$ cat src/rtl/deep_sleep_pkg.sv
package deep_sleep_pkg;

  typedef enum logic [2:0] {
    ST_ACTIVE,
    ST_WARN,
    ST_DEEP,
    ST_AC_PROV,
    ST_WAKE
  } seqState_e;

  // strobes from control to the output registers in the datapath
  typedef struct packed {
    logic setWarn;
    logic clrWarn;
    logic setOff;
    logic clrOff;
    logic pulseWake;
  } ctrlStrobe_t;

  // qualified, synchronized conditions from datapath to control
  typedef struct packed {
    logic wakeAny;
    logic pwrSync;
    logic ackSync;
    logic acSync;
    logic acRise;
  } dpStatus_t;

endpackage

$ cat src/rtl/dsleep_sync.sv
module dsleep_sync #(
  parameter int WIDTH  = 1,
  parameter int STAGES = 2
) (
  input  logic             clk,
  input  logic             rstN,
  input  logic [WIDTH-1:0] asyncIn,
  output logic [WIDTH-1:0] syncOut
);

  logic [WIDTH-1:0] stageQ [STAGES];

  for (genvar g = 0; g < STAGES; g++) begin : gStage
    if (g == 0) begin : gFirst
      always_ff @(posedge clk or negedge rstN) begin
        if (!rstN) stageQ[g] <= '0;
        else       stageQ[g] <= asyncIn;
      end
    end else begin : gNext
      always_ff @(posedge clk or negedge rstN) begin
        if (!rstN) stageQ[g] <= '0;
        else       stageQ[g] <= stageQ[g-1];
      end
    end
  end

  assign syncOut = stageQ[STAGES-1];

endmodule

$ cat src/rtl/dsleep_datapath.sv
module dsleep_datapath
  import deep_sleep_pkg::*;
#(
  parameter int SYNC_STAGES = 2
) (
  input  logic        clk,
  input  logic        rstN,
  input  logic        ackIn,
  input  logic        rtcAlarm,
  input  logic        pwrBtn,
  input  logic        gpioWake,
  input  logic        acPresent,
  input  logic        rtcWakeDis,
  input  logic        gpioWakeEn,
  input  logic        acWakeEn,
  input  ctrlStrobe_t strobe,
  output dpStatus_t   status,
  output logic        suspWarnN,
  output logic        suspOffN,
  output logic        wakeOut
);

  localparam int IDX_ACK   = 0;
  localparam int IDX_RTC   = 1;
  localparam int IDX_PWR   = 2;
  localparam int IDX_GPIO  = 3;
  localparam int IDX_AC    = 4;
  localparam int NUM_ASYNC = IDX_AC + 1;

  logic [NUM_ASYNC-1:0] pinRaw, pinSync;
  logic                 acPrev;

  assign pinRaw[IDX_ACK]  = ackIn;
  assign pinRaw[IDX_RTC]  = rtcAlarm;
  assign pinRaw[IDX_PWR]  = pwrBtn;
  assign pinRaw[IDX_GPIO] = gpioWake;
  assign pinRaw[IDX_AC]   = acPresent;

  dsleep_sync #(.WIDTH(NUM_ASYNC), .STAGES(SYNC_STAGES)) u_sync (
    .clk     (clk),
    .rstN    (rstN),
    .asyncIn (pinRaw),
    .syncOut (pinSync)
  );

  always_ff @(posedge clk or negedge rstN) begin
    if (!rstN) acPrev <= 1'b0;
    else       acPrev <= pinSync[IDX_AC];
  end

  always_comb begin
    status.pwrSync = pinSync[IDX_PWR];
    status.ackSync = pinSync[IDX_ACK];
    status.acSync  = pinSync[IDX_AC];
    status.acRise  = pinSync[IDX_AC] & ~acPrev;
    status.wakeAny = pinSync[IDX_PWR]
                   | (pinSync[IDX_GPIO] & gpioWakeEn)
                   | (pinSync[IDX_RTC]  & ~rtcWakeDis)
                   | (pinSync[IDX_AC]   & acWakeEn);
  end

  always_ff @(posedge clk or negedge rstN) begin
    if (!rstN) begin
      suspWarnN <= 1'b1;
      suspOffN  <= 1'b1;
      wakeOut   <= 1'b0;
    end else begin
      if (strobe.setWarn)      suspWarnN <= 1'b0;
      else if (strobe.clrWarn) suspWarnN <= 1'b1;
      if (strobe.setOff)       suspOffN  <= 1'b0;
      else if (strobe.clrOff)  suspOffN  <= 1'b1;
      wakeOut <= strobe.pulseWake;
    end
  end

  // the well is only ever off while the warning is out
  p_off_implies_warn_r2: assert property (@(posedge clk) disable iff (!rstN)
    !suspOffN |-> !suspWarnN);

  // the wake report is a single-cycle pulse
  p_wake_single_r6: assert property (@(posedge clk) disable iff (!rstN)
    wakeOut |=> !wakeOut);

  // the pulse coincides with both outputs released
  p_wake_released_r6: assert property (@(posedge clk) disable iff (!rstN)
    wakeOut |-> (suspOffN && suspWarnN));

endmodule

$ cat src/rtl/dsleep_ctrl.sv
module dsleep_ctrl
  import deep_sleep_pkg::*;
(
  input  logic        clk,
  input  logic        rstN,
  input  logic        sleepReq,
  input  logic        batteryOnly,
  input  dpStatus_t   status,
  output ctrlStrobe_t strobe
);

  seqState_e state, nextState;

  always_ff @(posedge clk or negedge rstN) begin
    if (!rstN) state <= ST_ACTIVE;
    else       state <= nextState;
  end

  always_comb begin
    nextState = state;
    strobe    = '0;
    unique case (state)
      ST_ACTIVE: begin
        if (sleepReq && !status.wakeAny) begin
          nextState      = ST_WARN;
          strobe.setWarn = 1'b1;
        end
      end
      ST_WARN: begin
        if (status.wakeAny) begin
          nextState      = ST_ACTIVE;
          strobe.clrWarn = 1'b1;
        end else if (status.ackSync) begin
          nextState     = ST_DEEP;
          strobe.setOff = 1'b1;
        end
      end
      ST_DEEP: begin
        if (status.wakeAny) begin
          nextState        = ST_WAKE;
          strobe.clrOff    = 1'b1;
          strobe.clrWarn   = 1'b1;
          strobe.pulseWake = 1'b1;
        end else if (batteryOnly && status.acRise) begin
          nextState     = ST_AC_PROV;
          strobe.clrOff = 1'b1;
        end
      end
      ST_AC_PROV: begin
        if (status.wakeAny) begin
          nextState        = ST_WAKE;
          strobe.clrOff    = 1'b1;
          strobe.clrWarn   = 1'b1;
          strobe.pulseWake = 1'b1;
        end else if (!status.acSync) begin
          nextState     = ST_DEEP;
          strobe.setOff = 1'b1;
        end
      end
      ST_WAKE: begin
        if (!sleepReq) nextState = ST_ACTIVE;
      end
      default: nextState = ST_ACTIVE;
    endcase
  end

  // no shutoff without a synchronized acknowledge
  p_no_ack_no_deep_r3: assert property (@(posedge clk) disable iff (!rstN)
    (state == ST_WARN && !status.ackSync) |=> state != ST_DEEP);

  // the power button always ends the deep state
  p_pwr_wakes_r4: assert property (@(posedge clk) disable iff (!rstN)
    ((state == ST_DEEP || state == ST_AC_PROV) && status.pwrSync) |=> state == ST_WAKE);

  // a wake during the warning aborts back to active
  p_abort_r7: assert property (@(posedge clk) disable iff (!rstN)
    (state == ST_WARN && status.wakeAny) |=> state == ST_ACTIVE);

  // battery-only policy turns an AC edge into a provisional wake
  p_ac_prov_r9: assert property (@(posedge clk) disable iff (!rstN)
    (state == ST_DEEP && !status.wakeAny && batteryOnly && status.acRise)
      |=> state == ST_AC_PROV);

  // AC loss in the provisional state goes back to deep
  p_ac_drop_r10: assert property (@(posedge clk) disable iff (!rstN)
    (state == ST_AC_PROV && !status.wakeAny && !status.acSync) |=> state == ST_DEEP);

endmodule

$ cat src/rtl/deep_sleep_seq.sv
module deep_sleep_seq
  import deep_sleep_pkg::*;
#(
  parameter int SYNC_STAGES = 2
) (
  input  logic clk,
  input  logic rstN,
  input  logic sleepReq,
  input  logic batteryOnly,
  input  logic acWakeEn,
  input  logic gpioWakeEn,
  input  logic rtcWakeDis,
  input  logic ackIn,
  input  logic rtcAlarm,
  input  logic pwrBtn,
  input  logic gpioWake,
  input  logic acPresent,
  output logic suspWarnN,
  output logic suspOffN,
  output logic wakeOut
);

  ctrlStrobe_t strobe;
  dpStatus_t   status;

  dsleep_ctrl u_ctrl (
    .clk         (clk),
    .rstN        (rstN),
    .sleepReq    (sleepReq),
    .batteryOnly (batteryOnly),
    .status      (status),
    .strobe      (strobe)
  );

  dsleep_datapath #(.SYNC_STAGES(SYNC_STAGES)) u_dp (
    .clk        (clk),
    .rstN       (rstN),
    .ackIn      (ackIn),
    .rtcAlarm   (rtcAlarm),
    .pwrBtn     (pwrBtn),
    .gpioWake   (gpioWake),
    .acPresent  (acPresent),
    .rtcWakeDis (rtcWakeDis),
    .gpioWakeEn (gpioWakeEn),
    .acWakeEn   (acWakeEn),
    .strobe     (strobe),
    .status     (status),
    .suspWarnN  (suspWarnN),
    .suspOffN   (suspOffN),
    .wakeOut    (wakeOut)
  );

endmodule

$ cat config.mk
export PLATFORM = sky130hd
export DESIGN_NAME = deep_sleep_seq
export DESIGN_NICKNAME = d
export VERILOG_FILES = /design/src/rtl/deep_sleep_pkg.sv /design/src/rtl/dsleep_sync.sv /design/src/rtl/dsleep_datapath.sv /design/src/rtl/dsleep_ctrl.sv /design/src/rtl/deep_sleep_seq.sv
export SDC_FILE = /design/constraint.sdc
export NUM_CORES = 1
export LEC_CHECK = 0
export BUFFER_PORTS_ARGS = -buffer_cell sky130_fd_sc_hd__buf_4
export CAP_MARGIN = 15
export CORE_AREA = 2 2 39 41
export CTS_BUF_LIST = sky130_fd_sc_hd__clkbuf_4
export DETAILED_ROUTE_END_ITERATION = 10
export DIE_AREA = 0 0 41 43
export PLACE_DENSITY_LB_ADDON = 0.1
export SYNTH_ARGS = -nofsm -noshare
export SYNTH_HDL_FRONTEND = slang
export SYNTH_SLANG_ARGS = --single-unit
export TNS_END_PERCENT = 5
$ cat constraint.sdc
create_clock -name clk -period 2.1 [get_ports clk]
set_clock_uncertainty 0.05 [all_clocks]
set_input_delay 0.315 -clock clk [delete_from_list [all_inputs] [get_ports clk]]
set_output_delay 0.315 -clock clk [all_outputs]
set_load 0.05 [all_outputs]
==> results of run 1 <==
power groups by stage:
stage	clock network, mW	logic, mW	registers [mW]
after floorplan	0	0.0219	0.398
after global placement	0	0.0868	0.371
after detailed placement	0	0.0872	0.371
after CTS	0.192	0.0889	0.364
after global routing	0.203	0.0951	0.368
final	0.179	0.0873	0.364
registers in the layout (all words and copies together), names as in the netlist:
register / count
u_dp.acPrev: 1
u_dp.u_sync.syncOut: 5
u_dp.suspWarnN: 1
u_dp.suspOffN: 1
u_dp.wakeOut: 1
u_ctrl.state: 3
u_dp.u_sync.stageQ: 5
logic make-up after synthesis:
family	after synthesis	synth area share, %
simple gates	18	16.85
flops	17	73.87
compound gates	8	9.287
path summary, 6_finish.rpt:
path                                     endpoint  slack [ns]  cells after the start
min in group asynchronous         u_ctrl.state[0]        0.36                      2
min                         u_dp.u_sync.stageQ[8]        0.08                      1
min reg2reg                u_dp.u_sync.syncOut[0]        0.30                      0
max                                     suspWarnN        0.71                      1
max in group asynchronous           u_dp.suspOffN        1.39                      2
max reg2reg                       u_ctrl.state[2]        0.90                      4
per-stage QoR:
| stage | hold WS, ns | util (%) | setup slack, ns | cell area (µm²) |
|---|---|---|---|---|
| after CTS | 0.06573 | 53.80 | 0.6912 | 744.5 |
| after global placement | 0.1368 | 50.90 | 0.8663 | 704.4 |
| after floorplan | -0.03059 | - | 0.9906 | 579.3 |
| final | 0.07962 | 53.80 | 0.7125 | 744.5 |
| after global routing | 0.05755 | 53.80 | 0.6557 | 744.5 |
| after detailed placement | 0.1365 | 50.90 | 0.8397 | 704.4 |
synth_stat cells:
| cell type | n |
|---|---|
| nand3_1 | 1 |
| a21oi_1 | 3 |
| dfstp_2 | 2 |
| o22a_1 | 2 |
| nor4b_1 | 1 |
| nor3_1 | 2 |
| nand2_1 | 2 |
| and2_1 | 1 |
| nor2_1 | 5 |
| and2b_1 | 2 |
| nand3b_1 | 1 |
| nand2b_1 | 1 |
| dfrtp_1 | 15 |
| o21ai_1 | 1 |
| a31o_1 | 1 |
| nor2b_1 | 2 |
| a211oi_1 | 1 |
cell type report:
| class | count | area [µm²] | area share, % |
|---|---|---|---|
| multi-input cells | 26 | 151.4 | 20.34 |
| flip-flops and latches | 17 | 427.9 | 57.48 |
| repair buffers | 15 | 115.1 | 15.46 |
| well taps | 16 | 20.02 | 2.689 |
| clock buffers | 4 | 30.03 | 4.034 |
routing by layer:
| metal | global-route usage (%) | routed length (µm) | vias to the layer above |
|---|---|---|---|
| met5 | 0 | 0 | - |
| li1 | - | - | 187 |
| met2 | 18.75 | 408 | 15 |
| met1 | 13.21 | 328 | 183 |
| met4 | 8.000 | 25 | 0 |
| met3 | 4.712 | 63 | 3 |
what timing repair did:
item,4_1_cts,5_1_grt
hold buffers,1,0
resized for setup,0,0
endpoints found under the setup margin,0,0
endpoints found under the hold margin,15,0
buffers inserted,0,0
==> impl_results.md, run 1 <==
* Status: completed
* Vias per cell at 4.974
* Layout Nets at 75
* CP max FO at 3
* Final Cycle Share at 66.07%
* Gr ovfl total at 0
* Rows at 14
* Final Instance Count excl. Fillers at 78
* Power Total at 0.6301 mW
* Core area at 1384 µm²
* I/O pin total at 15
* Syn Std Cell Area at 579.3 µm²
* #FFs+latches synth at 17
* CP Launch Point: u_dp.suspWarnN
* Tot GR Track Use at 12.23%
* CTS Root Cell: clkbuf_4
* Vias in the first global route at 350
* CP max-delay cell: dfstp_2
* Clock Path Buffers at 2
* Hold crit path type: input port to flip-flop
* Synth warnings at 0
* Critical Path RT at 1.74 ns
* Reg clk slew, reported paths at 0.09 ns
* Internal at 0.4763 mW
* Antenna-violating nets left at 0
* H-tree depth at 1
* Crit end category: primary output
* Worst-Skew Late Latency at 0.28 ns
* Area grow syn2layout at 28.51%
* Share of the synthesized area in the top cell type at 64.79%
* Tmin final at 1.387 ns
* Sequential power share at 57.7%
* Gate power share at 13.9%
* Pin slew with the least headroom to its limit at 0.2437 ns
* Unrepaired setup endpoints after global routing: false
* TritonCTS clock tree: yes
* CTS Sinks at 17
* Commonest non-fill, non-tap cell in the layout: dfrtp_1
* Critical Path, Cell by Cell: buf_4
* First-pass GRT wire length at 1.359 mm
* Via count at 388
* Placed cells at 73
* Relative slew slack at 83.53%
* Starting density of the core at 41.86%
* Port Buf Inserts at 14
* Max-cap violations at 0
* DRT Wirelength at 826 µm
* Synth area leader: dfrtp_1
* Worst R2R Start: u_dp.u_sync.syncOut[3]
* CP Buf/Inv Count at 1
* DR DRC count at 0
* Hold path start: gpioWake
* Pwr Density at 846.4 nW/µm²
* Setup violations, final at 0
* Syn Inst Count at 43
* Filler cells at 129
* Final hold vios at 0
* Kind of critical path: flip-flop to primary output
* Clk network pwr share at 28.4%
* Drt wl/cell at 10.59 µm
* Startpoint types: flip-flop
* Worst EP arrival at 1.02 ns
* Syn_nets at 55
* Most frequent cells in the layout: dfrtp_1 (15), buf_4 (14), nor2_1 (5)
* Number of diodes at 0
* Total CTS buffers at 3
* Die width at 41 µm
* Leak at 0.3566 nW
* Max Freq at 720.7 MHz
* Drt initial violations at 3
* Die height at 43 µm
* Largest net degree at the start of global routing at 18
* First drt pass iteration count at 2
* Switching power at 0.1538 mW
* Delay-heaviest family, CP: flip-flops
* Share of cells above drive strength 1 at 32.26%
* Initial antenna violation count at 0
* Top cells by area, synth: dfrtp_1 (65%), dfstp_2 (9.1%), nor2_1 (3.2%)
* Slew Limit Fails at 0
* Switching Fraction at 24.41%
* Post-Syn Area per Cell at 13.47 µm²
* Crit-path max cell delay at 0.55 ns
* Setup TNS at 0 ns
* Die ar. at 1763 µm²
* Post-synthesis sequential area ratio at 73.87%
* HPWL Detailed at 618.4 µm
* RD Place Congestion at 0.6820
* Number of distinct library cells after synthesis at 17
* Worst VDD drop at 510.4 µV
Power figures use the tool's default switching activity.
==> inputs of run 2 (changes only) <==
Settings changed: ABC_AREA set to 1, CORE_AREA 2 2 39 41 to not set, CORE_MARGIN set to 1, CORE_UTILIZATION set to 49, DIE_AREA 0 0 41 43 to not set.
Clock period 2.1 ns to 1.2 ns, I/O delays scaled along.
==> run 2 against run 1 <==
The flow now finishes with violations (negative setup slack). Design area is 34% higher. Flip-flop and latch count stayed put. Sequential share of layout area is 15 points lower. Worst hold slack better by 0.063 ns. Sequential power is 110% higher. Setup slack worse by 0.74 ns. Clock power is 79% higher. Synthesized cell count is 56% higher. Global-route usage is 8.9 points higher. Power grew to 2.7 times the previous value. Final cell count is 45% higher.
==> impl_results.md, run 2 <==
* Status: finished, violations left
* Failing checks: negative setup slack
* TritonCTS clock tree: yes
* Unrepaired setup endpoints after global routing: true
* Area grow syn2layout at 42.42%
* CP max FO at 2 (-1)
* Asr flop ratio synth at 100.0% (unchanged)
* Startpoint types: flip-flop
* Kind of critical path: flip-flop to primary output
* Number of synthesized flops with an enable pin at 0 (unchanged)
* Clock Path Buffers at 2 (unchanged)
* Reg2reg setup slack at -0.01 ns (-0.91 ns)
* Worst-Skew Late Latency at 0.29 ns (about the same)
* Post-synth top flop: dfrtp_1
* Reg clk slew, reported paths at 0.10 ns (about the same)
* Die ar. at 1588 µm² (-9.9%)
* Syn Inst Count at 67 (+56%)
* Vias per cell at 5.044 (+1.4%)
* Tmin final at 1.225 ns
* Synth warnings at 0 (unchanged)
* Top cells by area, synth: dfrtp_1 (53%), nand2_1 (8.0%), dfstp_2 (7.5%)
* Synth area leader: dfrtp_1
* Fin util at 75.88% (+22 points)
* Hold crit path type: input port to flip-flop
* Final hold vios at 0 (unchanged)
* Largest net degree at the start of global routing at 18 (unchanged)
* DR DRC count at 0 (unchanged)
* CTS Root Cell: clkbuf_4
* Drt initial violations at 7 (+4)
* Worst VDD drop at 1134 µV (+120%)
* Starting density of the core at 53.28% (+11 points)
* Commonest cells post-synth: dfrtp_1 (15), nand2_1 (15), inv_1 (5)
* Relative slew slack at 81.56% (-2.0 points)
* Pin slew with the least headroom to its limit at 0.2738 ns (+0.03011 ns)
* Most frequent cells in the layout: buf_4 (18), dfrtp_1 (14), nand2_1 (13)
* Tot GR Track Use at 21.15% (+8.9 points)
* Critical Path, Cell by Cell: buf_6
* Pwr Density at 1720 nW/µm² (+100%)
* Commonest non-fill, non-tap cell in the layout: buf_4
* Crit end category: primary output
* Gr ovfl total at 0 (unchanged)
* Rows at 13 (-1)
* Share of cells above drive strength 1 at 48.98% (+17 points)
* Initial antenna violation count at 0 (unchanged)
* Post-synthesis sequential area ratio at 60.96% (-13 points)
* Post-Syn Area per Cell at 10.48 µm² (-22%)
* Final Cycle Share at 102.1%
* Syn_nets at 79 (+44%)
* HPWL Detailed at 881.5 µm (+43%)
* Slew Limit Fails at 0 (unchanged)
* Worst hold slack at 0.1422 ns (+0.06253 ns)
* Layout Nets at 111 (+48%)
* DP Area at 863.3 µm² (+23%)
* RD Place Congestion at 0.7567 (+11%)
* Vias in the first global route at 499 (+43%)
* First-pass GRT wire length at 2.007 mm (+48%)
* Design Area, Final at 999.7 µm² (+34%)
* H-tree depth at 1 (unchanged)
* Crit-path max cell delay at 0.55 ns (about the same)
* CP max-delay cell: dfstp_2
* First drt pass iteration count at 4 (+2)
* Critical Path RT at 0.97 ns (-0.77 ns)
* Die width at 39.85 µm (-2.8%)
* Share of the synthesized area in the top cell type at 53.48% (-11 points)
* CTS Sinks at 17 (unchanged)
* Port Buf Inserts at 14 (unchanged)
* Core area at 1318 µm² (-4.8%)
* Syn Std Cell Area at 701.9 µm² (+21%)
* Max Freq at 816.3 MHz
* Number of diodes at 0 (unchanged)
* Die height at 39.85 µm (-7.3%)
* Delay-heaviest family, CP: flip-flops
* Setup violations, final at 4 (+4)
* Number of distinct library cells after synthesis at 19 (+2)
* Final worst setup slack at -0.02504 ns (-0.7376 ns)
* Leak at 0.4882 nW (+37%)
* #FFs+latches synth at 17 (unchanged)
* DRT Wirelength at 1.287 mm (+56%)
* Via count at 570 (+47%)
* Worst EP arrival at 1.00 ns (-0.02 ns)
* Max-cap violations at 0 (unchanged)
* Total CTS buffers at 3 (unchanged)
* CP Buf/Inv Count at 1 (unchanged)
* I/O pin total at 15 (unchanged)
* Drt wl/cell at 11.39 µm (+7.6%)
* Antenna-violating nets left at 0 (unchanged)
==> run 2: cell types whose count changed in the layout (fill, tap and decap cells not counted), moves of 3 or more <==
cell,before,now
nand2_1,2,13
dlygate4sd3_1,1,6
inv_2,0,5
buf_4,14,18
nand2_2,0,4
nand3_1,1,4
nor2_1,5,2
nor2_2,0,3
==> run 2: cells by family after synthesis <==
group	synth area share, %
compound gates	4.811
buf+inv	3.744
simple gates	30.48
flops	60.96
==> run 2: through the flow <==
stage          worst slack, ns  instances    TNS, ns  power [mW]
4_1_cts               -0.02968        113   -0.08743       1.710
2_1_floorplan        -0.005471         67  -0.005471       1.131
5_1_grt                -0.1067        113    -0.4000       1.831
3_3_place_gp         -0.001137        101  -0.001137       1.301
3_5_place_dp          -0.06177        101   -0.08146       1.317
6_report              -0.02504        113   -0.04804       1.719
==> run 2: where the power goes <==
| part | internal (mW) | switching [mW] |
|---|---|---|
| Clock | 0.152 | 0.169 |
| Combinational | 0.262 | 0.376 |
| Sequential | 0.680 | 0.0797 |
| Total | 1.09 | 0.625 |
==> run 2: what timing repair did <==
action | in CTS | in global routing
endpoints found under the hold margin | 22 | 0
buffers inserted | 1 | 0
pin swaps | 3 | 3
gates cloned | 1 | 0
hold buffers | 6 | 0
resized for setup | 7 | 6
endpoints found under the setup margin | 4 | 6
==> run 2: layout make-up <==
type                            count  area [µm²]
Fill cell                          93       317.8
Multi-Input combinational cell     44       274.0
Timing Repair Buffer               26       221.5
Inverter                            7       26.28
Tap cell                           15       18.77
Sequential cell                    17       429.2
Clock buffer                        4       30.03
==> run 2: worst reg2reg max path, delay by kind of cell, from the launching register on <==
family | cells | cell delay [ns]
AND/OR/NAND/NOR | 5 | 0.49
flip-flops | 1 | 0.40
buffers and inverters | 2 | 0.18
==> run 2: final timing paths <==
| kind | start | endpoint | cells past startpoint |
|---|---|---|---|
| max in group asynchronous | rstN | u_dp.suspWarnN | 2 |
| setup reg to reg | u_ctrl.state[2] | u_ctrl.state[0] | 7 |
| hold reg to reg | u_dp.u_sync.stageQ[7] | u_dp.u_sync.syncOut[2] | 0 |
| setup / recovery | u_dp.suspOffN | suspOffN | 1 |
| hold / removal | sleepReq | u_ctrl.state[2] | 3 |
| min in group asynchronous | rstN | u_dp.u_sync.stageQ[6] | 2 |
==> run 2: per-layer routing <==
layer | part of all wire [%] | vias to the layer above | routed length, µm | track usage, %
met2 | 50 | 18 | 647 | 34.02
met1 | 43 | 271 | 555 | 23.91
met5 | 0 | - | 0 | 0
li1 | - | 277 | - | -
met4 | 1.9 | 0 | 25 | 15.52
met3 | 4.6 | 4 | 59 | 5.114
==> inputs of run 3 (changes only) <==
Settings changed: CORE_AREA set to 2 2 39 41, CORE_MARGIN 1 to not set, CORE_UTILIZATION 49 to not set, DIE_AREA set to 0 0 41 43.
Clock period 1.2 ns to 1.6 ns, I/O delays scaled along.
==> run 3 against run 2 <==
The run now ends clean. Critical path type unchanged. Largest power group unchanged. Flip-flop and latch count is the same. Clock power shrank 24%. Die area grew 11%. Design area shrank 8.3%. Critical path depth is the same.
==> impl_results.md, run 3 (synthesis gave the netlist of run 2 again) <==
* Crit-path max cell delay at 0.54 ns (about the same)
* Tot GR Track Use at 19.44% (-1.7 points)
* Area grow syn2layout at 30.66%
* Post CTS Setup Buffer Count at 0 (-1)
* Layout Nets at 104 (-6.3%)
* Worst EP arrival at 1.03 ns (+0.03 ns)
* Final Cycle Share at 82.76%
* Starting density of the core at 50.72% (-2.6 points)
* CP max FO at 2 (unchanged)
* Tmin final at 1.324 ns
* Core area at 1384 µm² (+5.0%)
* Vias in the first global route at 507 (+1.6%)
* Stages on worst setup path at 1 (unchanged)
* Reg2reg setup slack at 0.28 ns (+0.29 ns)
* Hold crit path type: input port to flip-flop
* Leak at 0.4498 nW (-7.9%)
* Power Total at 1.207 mW (-30%)
* Worst hold slack at 0.2112 ns (+0.06905 ns)
* Antenna-violating nets left at 0 (unchanged)
* TritonCTS clock tree: yes
* First drt pass iteration count at 2 (-2)
* Relative slew slack at 80.82% (-0.74 points)
* Critical Path RT at 1.31 ns (+0.34 ns)
* Die height at 43 µm (+7.9%)
* Slew Limit Fails at 0 (unchanged)
* DR DRC count at 0 (unchanged)
* Via count at 506 (-11%)
* Die ar. at 1763 µm² (+11%)
* Startpoint types: flip-flop
* Clock Path Buffers at 2 (unchanged)
* CTS Root Cell: clkbuf_4
* Final hold vios at 0 (unchanged)
* Crit end category: primary output
* Drt initial violations at 1 (-6)
* Max Freq at 755.2 MHz
* Hold path start: sleepReq
* Pin slew with the least headroom to its limit at 0.2847 ns (+0.01093 ns)
* Status: completed
* Sequential power share at 46.2% (+2.0 points)
* First-pass GRT wire length at 2.145 mm (+6.9%)
* Worst R2R Start: u_dp.u_sync.syncOut[4]
* Final worst setup slack at 0.2758 ns (+0.3008 ns)
* Initial antenna violation count at 0 (unchanged)
* Total CTS buffers at 3 (unchanged)
* Number of diodes at 0 (unchanged)
* Critical Path, Cell by Cell: buf_4
* Largest net degree at the start of global routing at 18 (unchanged)
* Worst r2r dst: u_ctrl.state[0]
* Die width at 41 µm (+2.9%)
* Max-cap violations at 0 (unchanged)
* Fin util at 66.27% (-9.6 points)
* Setup violations, final at 0 (-4)
* Post-CTS resize count at 0 (-7)
* Hold Path Depth at 3 (unchanged)
* Pre-CTS setup slack at 0.2898 ns (+0.3516 ns)
* Pwr Density at 1316 nW/µm² (-23%)
* RD Place Congestion at 0.7771 (+2.7%)
* Share of cells above drive strength 1 at 36.26% (-13 points)
* Most frequent cells in the layout: nand2_1 (15), dfrtp_1 (15), buf_4 (14)
* Port Buf Inserts at 14 (unchanged)
* Worst-Skew Late Latency at 0.30 ns (about the same)
* Vias per cell at 4.729 (-6.3%)
* Switching power at 0.4579 mW (-27%)
* Gate power share at 33.7% (-3.4 points)
* Final Instance Count excl. Fillers at 107 (-5.3%)
* Worst VDD drop at 782.4 µV (-31%)
* Gr ovfl total at 0 (unchanged)
* Setup TNS at 0 ns (+0.04804 ns)
* Design Area, Final at 917.1 µm² (-8.3%)
* DP Area at 827.0 µm² (-4.2%)
* CP Buf/Inv Count at 1 (unchanged)
* Rows at 14 (+1)
* HPWL Detailed at 929.8 µm (+5.5%)
* Reg clk slew, reported paths at 0.10 ns (about the same)
* Delay-heaviest family, CP: flip-flops
* CP max-delay cell: dfstp_2
* Placed cells at 97 (-4.0%)
* Kind of critical path: flip-flop to primary output
* R2R cell count at 8 (+1)
* DRT Wirelength at 1.310 mm (+1.8%)
* Endpoint, Worst Hold: u_ctrl.state[2]
* Internal at 0.7491 mW (-32%)
* H-tree depth at 1 (unchanged)
* Switching Fraction at 37.93% (+1.6 points)
* CTS Sinks at 17 (unchanged)
* Unrepaired setup endpoints after global routing: false
* Drt wl/cell at 12.24 µm (+7.5%)
* I/O pin total at 15 (unchanged)
* Clk network pwr share at 20.1% (+1.4 points)
## run 3: worst max-delay path by stage
stage / from / end / slack (ns)
final: u_dp.suspOffN / suspOffN / 0.28
after global routing: u_dp.u_sync.syncOut[4] / u_ctrl.state[0] / 0.15
after CTS: u_dp.suspWarnN / suspWarnN / 0.27
after detailed placement: u_dp.u_sync.syncOut[4] / u_ctrl.state[0] / 0.29
after global placement: u_ctrl.state[2] / u_ctrl.state[1] / 0.34
after floorplan: u_dp.u_sync.syncOut[4] / u_ctrl.state[0] / 0.39
## run 3: cell type report
class | instances | area (µm²)
timing repair buffer | 20 | 165.2
inverter | 7 | 26.28
fill | 121 | 466.7
clock buffer | 3 | 22.52
multi-input combinational | 43 | 247.7
tap | 16 | 20.02
clock inverter | 1 | 7.507
sequential | 17 | 427.9
## run 3: per-layer routing
metal / global-route usage (%) / vias up / routed length (µm)
met5: 0 / - / 0
met4: 12.00 / 0 / 40
met3: 4.712 / 5 / 47
met2: 31.87 / 11 / 669
met1: 20.91 / 230 / 553
li1: - / 260 / -
## run 3: timing repair
item | CTS | global route
endpoints found under the hold margin | 22 | 0
setup endpoints to repair | 0 | 0
hold buffers | 6 | 0
## run 3: power groups by stage
stage               logic [mW]  clock network (mW)  registers [mW]
floorplan                0.201                   0           0.648
global placement         0.388                   0           0.563
detailed placement       0.397                   0           0.566
CTS                      0.411               0.247           0.557
global route             0.452               0.268           0.569
finish                   0.407               0.243           0.557
## run 3: worst reg2reg max path, cell delays in order, from the launching register on
cell and delay [ns]:
dfrtp_1 0.45, nand2_2 0.10, nand2_4 0.07, nor2_8 0.17
a21oi_2 0.08, nor2_2 0.15, nand2_1 0.06, nand2_1 0.05
nand2_1 0.05
